### src/rtl/wdog_fb_pkg.sv
package wdog_fb_pkg;
   typedef enum logic [1:0] {
      SRC_PROG     = 2'd0,
      SRC_FALLBACK = 2'd1,
      SRC_JUMPER   = 2'd2
   } wd_src_e;

   // widest limit: full span scaled by the largest unit code
   function automatic int limit_width(input int ivl_w, input int unit_w, input int step_log2);
      return ivl_w + ((1 << unit_w) - 1) * step_log2;
   endfunction
endpackage

### src/rtl/wdog_cfg_hold.sv
module wdog_cfg_hold #(
   parameter int IVL_W          = 6,
   parameter int UNIT_W         = 2,
   parameter int UNIT_STEP_LOG2 = 1,
   parameter int CNT_W          = 9
) (
   input  logic              clk,
   input  logic              rst_n,
   input  logic              en_i,
   input  logic [IVL_W-1:0]  span_i,
   input  logic [UNIT_W-1:0] unit_i,
   output logic [CNT_W-1:0]  limit_o
);
   logic [CNT_W-1:0] units_eff;
   logic [CNT_W-1:0] limit_d;
   logic [CNT_W-1:0] limit_q;

   initial begin
      assert (CNT_W >= IVL_W) else $error("limit width below span width");
   end

   // zero span is treated as one unit
   always_comb units_eff = (span_i == '0) ? CNT_W'(1) : CNT_W'(span_i);

   generate
      if (UNIT_STEP_LOG2 == 0) begin : g_flat_unit
         always_comb limit_d = units_eff;
      end else begin : g_scaled_unit
         always_comb limit_d = units_eff << (32'(unit_i) * UNIT_STEP_LOG2);
      end
   endgenerate

   always_ff @(posedge clk or negedge rst_n) begin
      if (!rst_n)     limit_q <= CNT_W'(1);
      else if (!en_i) limit_q <= limit_d;
   end

   assign limit_o = limit_q;


   limit_frozen_chk: assert property (@(posedge clk) disable iff (!rst_n)
      en_i |=> $stable(limit_q));


   limit_nonzero_chk: assert property (@(posedge clk) disable iff (!rst_n)
      limit_q != '0);
endmodule

### src/rtl/wdog_span_cnt.sv
module wdog_span_cnt #(
   parameter int CNT_W = 9
) (
   input  logic             clk,
   input  logic             rst_n,
   input  logic             en_i,
   input  logic             tick_i,
   input  logic             busy_i,
   input  logic [CNT_W-1:0] limit_i,
   output logic             expire_o
);
   logic [CNT_W-1:0] cnt_q;
   logic             last_tick;

   always_comb last_tick = (cnt_q == limit_i - CNT_W'(1));
   always_comb expire_o  = en_i & ~busy_i & tick_i & last_tick;

   always_ff @(posedge clk or negedge rst_n) begin
      if (!rst_n)                             cnt_q <= '0;
      else if (!en_i || busy_i || expire_o)   cnt_q <= '0;
      else if (tick_i)                        cnt_q <= cnt_q + CNT_W'(1);
   end


   idle_clear_chk: assert property (@(posedge clk) disable iff (!rst_n)
      !en_i |=> cnt_q == '0);


   hold_in_pulse_chk: assert property (@(posedge clk) disable iff (!rst_n)
      busy_i |=> cnt_q == '0);
endmodule

### src/rtl/wdog_pulse.sv
module wdog_pulse #(
   parameter int PULSE_TICKS = 8
) (
   input  logic clk,
   input  logic rst_n,
   input  logic tick_i,
   input  logic expire_i,
   output logic busy_o
);
   logic busy_q;

   initial begin
      assert (PULSE_TICKS >= 1) else $error("pulse must last at least one tick");
   end

   generate
      if (PULSE_TICKS == 1) begin : g_single
         always_ff @(posedge clk or negedge rst_n) begin
            if (!rst_n)        busy_q <= 1'b0;
            else if (expire_i) busy_q <= 1'b1;
            else if (tick_i)   busy_q <= 1'b0;
         end
      end else begin : g_multi
         localparam int PW = $clog2(PULSE_TICKS + 1);
         logic [PW-1:0] left_q;
         always_ff @(posedge clk or negedge rst_n) begin
            if (!rst_n) begin
               busy_q <= 1'b0;
               left_q <= '0;
            end else if (expire_i && !busy_q) begin
               busy_q <= 1'b1;
               left_q <= PW'(PULSE_TICKS);
            end else if (busy_q && tick_i) begin
               left_q <= left_q - PW'(1);
               if (left_q == PW'(1)) busy_q <= 1'b0;
            end
         end
      end
   endgenerate

   assign busy_o = busy_q;


   no_retrigger_chk: assert property (@(posedge clk) disable iff (!rst_n)
      busy_q |-> !expire_i);
endmodule

### src/rtl/wdog_escalate.sv
module wdog_escalate
   import wdog_fb_pkg::*;
(
   input  logic    clk,
   input  logic    rst_n,
   input  logic    en_i,
   input  logic    expire_i,
   input  logic    fb_mode_i,
   input  logic    lp_sel_i,
   output wd_src_e src_o,
   output logic    fired_o,
   output logic    lp_o
);
   wd_src_e src_q, src_d;
   logic    fired_q, lp_q;

   always_comb begin
      src_d = src_q;
      if (!en_i) begin
         src_d = SRC_PROG;
      end else if (expire_i) begin
         unique case (src_q)
            SRC_PROG:     src_d = fb_mode_i ? SRC_FALLBACK : SRC_JUMPER;
            SRC_FALLBACK: src_d = SRC_JUMPER;
            default:      src_d = SRC_JUMPER;
         endcase
      end
   end

   always_ff @(posedge clk or negedge rst_n) begin
      if (!rst_n) begin
         src_q   <= SRC_PROG;
         fired_q <= 1'b0;
         lp_q    <= 1'b0;
      end else begin
         src_q   <= src_d;
         fired_q <= fired_q | expire_i;
         lp_q    <= expire_i & lp_sel_i;
      end
   end

   assign src_o   = src_q;
   assign fired_o = fired_q;
   assign lp_o    = lp_q;


   src_hold_chk: assert property (@(posedge clk) disable iff (!rst_n)
      (en_i && !expire_i) |=> $stable(src_q));


   src_clear_chk: assert property (@(posedge clk) disable iff (!rst_n)
      !en_i |=> src_q == SRC_PROG);


   jumper_sticky_chk: assert property (@(posedge clk) disable iff (!rst_n)
      (en_i && src_q == SRC_JUMPER) |=> src_q == SRC_JUMPER);


   fired_sticky_chk: assert property (@(posedge clk) disable iff (!rst_n)
      fired_q |=> fired_q);
endmodule

### src/rtl/wdog_fallback.sv
module wdog_fallback
   import wdog_fb_pkg::*;
#(
   parameter int IVL_W          = 6,
   parameter int UNIT_W         = 2,
   parameter int UNIT_STEP_LOG2 = 1,
   parameter int PULSE_TICKS    = 8
) (
   input  logic              clk,
   input  logic              rst_n,
   input  logic              tick_i,
   input  logic              wd_en_i,
   input  logic [IVL_W-1:0]  span_i,
   input  logic [UNIT_W-1:0] unit_i,
   input  logic              fb_mode_i,
   input  logic              lp_reinit_i,
   output logic              wd_rst_no,
   output logic [1:0]        src_o,
   output logic              wd_fired_o,
   output logic              lp_reload_o
);
   localparam int CNT_W = limit_width(IVL_W, UNIT_W, UNIT_STEP_LOG2);

   logic [CNT_W-1:0] limit;
   logic             expire;
   logic             busy;
   wd_src_e          src;

   initial begin
      assert (IVL_W >= 1 && UNIT_W >= 1) else $error("span and unit widths must be positive");
      assert (UNIT_STEP_LOG2 >= 0) else $error("unit step must be non-negative");
   end

   wdog_cfg_hold #(
      .IVL_W(IVL_W), .UNIT_W(UNIT_W), .UNIT_STEP_LOG2(UNIT_STEP_LOG2), .CNT_W(CNT_W)
   ) u_cfg (
      .clk(clk), .rst_n(rst_n), .en_i(wd_en_i),
      .span_i(span_i), .unit_i(unit_i), .limit_o(limit)
   );

   wdog_span_cnt #(.CNT_W(CNT_W)) u_cnt (
      .clk(clk), .rst_n(rst_n), .en_i(wd_en_i), .tick_i(tick_i),
      .busy_i(busy), .limit_i(limit), .expire_o(expire)
   );

   wdog_pulse #(.PULSE_TICKS(PULSE_TICKS)) u_pulse (
      .clk(clk), .rst_n(rst_n), .tick_i(tick_i),
      .expire_i(expire), .busy_o(busy)
   );

   wdog_escalate u_esc (
      .clk(clk), .rst_n(rst_n), .en_i(wd_en_i), .expire_i(expire),
      .fb_mode_i(fb_mode_i), .lp_sel_i(lp_reinit_i),
      .src_o(src), .fired_o(wd_fired_o), .lp_o(lp_reload_o)
   );

   assign wd_rst_no = ~busy;
   assign src_o     = src;


   pulse_needs_tick_chk: assert property (@(posedge clk) disable iff (!rst_n)
      (!wd_rst_no && !tick_i) |=> !wd_rst_no);


   reload_at_fall_chk: assert property (@(posedge clk) disable iff (!rst_n)
      lp_reload_o |-> $fell(wd_rst_no));


   fall_sets_status_chk: assert property (@(posedge clk) disable iff (!rst_n)
      $fell(wd_rst_no) |-> wd_fired_o);


   fall_leaves_prog_chk: assert property (@(posedge clk) disable iff (!rst_n)
      $fell(wd_rst_no) |-> src_o != 2'd0);
endmodule

### config.mk
export PLATFORM = sky130hd
export DESIGN_NAME = wdog_fallback
export DESIGN_NICKNAME = d
export VERILOG_FILES = /design/src/rtl/wdog_fb_pkg.sv /design/src/rtl/wdog_cfg_hold.sv /design/src/rtl/wdog_span_cnt.sv /design/src/rtl/wdog_pulse.sv /design/src/rtl/wdog_escalate.sv /design/src/rtl/wdog_fallback.sv
export SDC_FILE = /design/constraint.sdc
export NUM_CORES = 1
export LEC_CHECK = 0
export BUFFER_PORTS_ARGS = -buffer_cell sky130_fd_sc_hd__buf_2
export CAP_MARGIN = 10
export CORE_MARGIN = 10
export CORE_UTILIZATION = 45
export CTS_BUF_LIST = sky130_fd_sc_hd__clkbuf_4 sky130_fd_sc_hd__clkbuf_8
export CTS_CLUSTER_SIZE = 40
export DETAILED_ROUTE_END_ITERATION = 16
export PLACE_DENSITY_LB_ADDON = 0.1
export SYNTH_ARGS = -nofsm -noshare
export SYNTH_HDL_FRONTEND = slang
export SYNTH_SLANG_ARGS = --single-unit
export TNS_END_PERCENT = 20
### constraint.sdc
create_clock -name clk -period 5.7 [get_ports clk]
set_input_delay 0 -clock clk [delete_from_list [all_inputs] [get_ports clk]]
set_output_delay 0 -clock clk [all_outputs]
set_load 0.02 [all_outputs]
==> results summary <==
The flop and latch count out of synthesis is 27. After technology mapping, the gate count stands at between 150 and 200. The clock transition at the registers of the reported paths is around 150 ps. The number of max-slew violations in the final report is 0. Counting flops with a built-in enable in the synthesized netlist gives 0. Of the available clock period, the critical path in the final layout requires 0.470. The area of the core region is between 3000 and 4000 µm².

Power spread over the standard cell area amounts to about 260 nW/µm². Of the total synthesized cell area, the portion taken by full adders, half adders and majority gates is 0.0310. Summing all non-filler instances in the final layout gives an area of about 1800 µm². For this run, the leading register cell type out of synthesis is sky130_fd_sc_hd__dfrtp_1. The yosys synthesis warning count came out at 0. The area growth from synthesis to layout is 10.9%. In this run the horizontal extent of the chip is ~80 µm. The clock skew after layout came out at ~4.4 ps. The peak fanout along the critical path came out at 18.

The fraction of registers with async set or reset after synthesis came out at 1.00. The number of levels the H-tree was split into is 1. The depth of the most critical reg-to-reg path came out at 7. The post-synthesis sequential area ratio came out at 0.419.

The number of global-route vias before repair is around 1200. Summing all placed instances gives a cell area of about 1700 µm². Buffers added to address setup during post-CTS repair amount to 0. The average footprint of a synthesized cell came out at ~10 µm². The critical register-to-register path startpoint is u_cfg.limit_o[0]. The detail-routed net length per standard cell came out at ~15 µm.

The count of hold-fix buffers inserted at cts came out at 4. The number of port buffers is 18. By area, the combinational part of the netlist is dominated by simple AND/OR/NAND/NOR gates. The class of the worst hold path is in2reg. The number of cells traversed by the worst hold path is 3. The number of rows in the core area came out at 21.

The remaining routing DRC violations came out at 0. The clock reaches the later pin of the worst-skew pair after ~330 ps. TritonCTS built the clock tree. The global-route total usage across every layer came out at 0.105. The worst endpoint data arrival time is roughly 3000 ps.

Setup violations remaining at the end of the flow were counted as 0. The reported leakage power is 0.000782 µW. The most frequent standard cell in the layout excluding fill and tap cells is sky130_fd_sc_hd__dfrtp_1. The portion of synthesized area spent on multiplexers is 0.0736.

Clock tree synthesis inserted a total of 3 buffers. The half-perimeter wire length after placement is between 2000 and 2500 µm. In this run the most critical hold path is launched from tick_i. The final antenna diode count is 0.

The endpoint identified for the worst register-to-register timing path is u_esc.src_o[0]. The via count of the routed design is roughly 1200. The buffer levels on the longest clock path came out at 2.

The area fraction in and, or, nand and nor cells after synthesis came out at 0.189. The sink of the worst hold path is u_cnt.cnt_q[0]. The final layout contains 199 nets. The number of resized instances in the post-cts repair step came out at 0.

The smallest clock period supported by the final layout is computed as 2680 ps. The initial core utilization is 0.477. Before CTS, the worst setup slack after placement is about 3000 ps.

The setup slack on the worst flop-to-flop path came out at about 3000 ps. The flow ran to the end, and the final reports show no timing, DRC or antenna violations. The data required time at the worst endpoint is about 6000 ps. Counting tap cells, the placed design contains a total of between 200 and 250 instances. The I/O pin count came out at 19. The worst setup path is captured at a flip-flop.

The global-route wire length before repair is roughly 5500 µm. Timing would allow up to between 300 and 400 MHz. The relative slew slack is 0.333. Dividing the detail-routed via count by the number of cells gives between 5 and 6. The category of the worst setup path launch point is a flip-flop. The number of antenna violations at the first check in global routing came out at 0. The first-pass detailed-route iteration total is 4.

The final instance count without filler cells is ~230. The compound-gate portion of the synthesized area came to 0.112. The critical path starts at u_cfg.limit_o[0].

The total standard cell area after synthesis is approximately 1600 µm². Measured along the y axis, the die boundary spans around 80 µm. The DRC marker count from the first detailed-route iteration came out at 43.

The maximum vdd ir drop is ~0.14 mV. Of the total synthesized cell area, the portion taken by XOR and XNOR cells is 0.130. The final weighted congestion in routability-driven placement came out at approximately 0.80.

After routing, the total negative slack on setup checks comes to 0 ps. The type of the setup path with the least slack is reg2reg. The max capacitance violation total is 0. The smallest setup slack after layout is approximately 3000 ps. In the layout the commonest cells are 26 x sky130_fd_sc_hd__dfrtp_1, 18 x sky130_fd_sc_hd__buf_2, 15 x sky130_fd_sc_hd__xnor2_1. The actual slew at the worst max-slew pin came out at around 1000 ps. After detailed routing, the total wire length is 3290 µm.

The count of clock tree sinks came out at 27. The net count after synthesis is 180. Global routing finished with a remaining overflow of 0. The final core utilization came out at 0.529.

The root buffer cell is sky130_fd_sc_hd__clkbuf_4. The number of hold violations in the final report came out at 0. The number of nets still failing antenna checks after routing came out at 0. The unique cell type count in the Yosys netlist came out at 38. Entering global routing, the biggest net connects 28 pins. The die outline area came out at between 6000 and 7000 µm².

In the final layout, the share of cells above drive strength 1 is 0.178. Setup repair after global routing left no endpoint under its margin.
==> state kept, by name (all words and copies together), names as in the netlist <==
name                    flops
u_pulse.busy_o              1
u_pulse.g_multi.left_q      4
u_esc.fired_o               1
u_esc.src_o                 2
u_cnt.cnt_q                 9
u_esc.lp_o                  1
u_cfg.limit_o               9
==> how the worst max path moves through the flow <==
stage,to,slack (ps)
floorplan,u_cnt.cnt_q[0],3540
global placement,u_esc.src_o[0],3160
detailed placement,u_esc.src_o[0],3020
CTS,u_esc.src_o[0],3000
global route,u_esc.src_o[0],2830
finish,u_esc.src_o[0],3020
==> routing by layer <==
| layer | vias up | routed length [µm] | track usage |
|---|---|---|---|
| met3 | 5 | 137 | 0.0270 |
| met4 | 0 | 44 | 0.0405 |
| met1 | 581 | 1530 | 0.129 |
| met5 | - | 0 | 0 |
| li1 | 595 | - | - |
| met2 | 17 | 1580 | 0.172 |
==> Yosys cell counts (3+ instances only) <==
cell type                  number  area (µm²)
sky130_fd_sc_hd__dfrtp_1       26         651
sky130_fd_sc_hd__xnor2_1       15         131
sky130_fd_sc_hd__nor2_1        13        48.8
sky130_fd_sc_hd__nand2_1       12        45.0
sky130_fd_sc_hd__nor3_1        11        55.1
sky130_fd_sc_hd__inv_1          9        33.8
sky130_fd_sc_hd__xor2_1         9        78.8
sky130_fd_sc_hd__o21ai_0        7        35.0
sky130_fd_sc_hd__a21oi_1        6        30.0
sky130_fd_sc_hd__clkbuf_1       6        22.5
sky130_fd_sc_hd__ha_1           4        50.1
sky130_fd_sc_hd__mux2i_1        4        40.0
sky130_fd_sc_hd__a22o_1         3        26.3
sky130_fd_sc_hd__mux2_2         3        33.8
sky130_fd_sc_hd__nand2b_1       3        18.8
sky130_fd_sc_hd__nand4_1        3        18.8
==> metrics by stage <==
step / total power, µW / hold WS, ps
6_report: 459 / 39.9
5_1_grt: 489 / 22.1
4_1_cts: 463 / 13.1
3_5_place_dp: 376 / 55.3
3_3_place_gp: 369 / 37.7
2_1_floorplan: 340 / -296
==> area by class of cell <==
type,count,area [µm²]
inverters,9,33.8
flip-flops and latches,27,677
clock buffers,3,22.5
repair buffers,22,130
multi-input cells,118,866
clock inverters,1,5.00
well taps,46,57.6
fillers,298,1600
==> critical path: stages (launching register included) <==
cell,delay [ps]
sky130_fd_sc_hd__dfstp_2,620
sky130_fd_sc_hd__inv_1,60
sky130_fd_sc_hd__ha_1,230
sky130_fd_sc_hd__nor4b_4,150
sky130_fd_sc_hd__a21oi_1,160
sky130_fd_sc_hd__o21ai_0,160
sky130_fd_sc_hd__a2111oi_4,960
sky130_fd_sc_hd__mux2i_1,270
==> logic make-up after synthesis <==
| family | after synthesis |
|---|---|
| adder cells (fa/ha/maj) | 4 |
| XOR/XNOR | 24 |
| flip-flops | 27 |
| multiplexers | 9 |
| buffers and inverters | 17 |
| AO/OA/AOI/OAI | 24 |
| AND/OR/NAND/NOR | 57 |
==> power by group <==
part / switching (µW) / leakage (µW) / total, µW / internal [µW]
clock: 59.2 / 0.0000177 / 85.6 / 26.4
sequential: 29.7 / 0.000352 / 248 / 218
combinational: 65.9 / 0.000412 / 125 / 59.1
total: 155 / 0.000782 / 459 / 304
No activity file was read; power rests on OpenSTA's default activity.
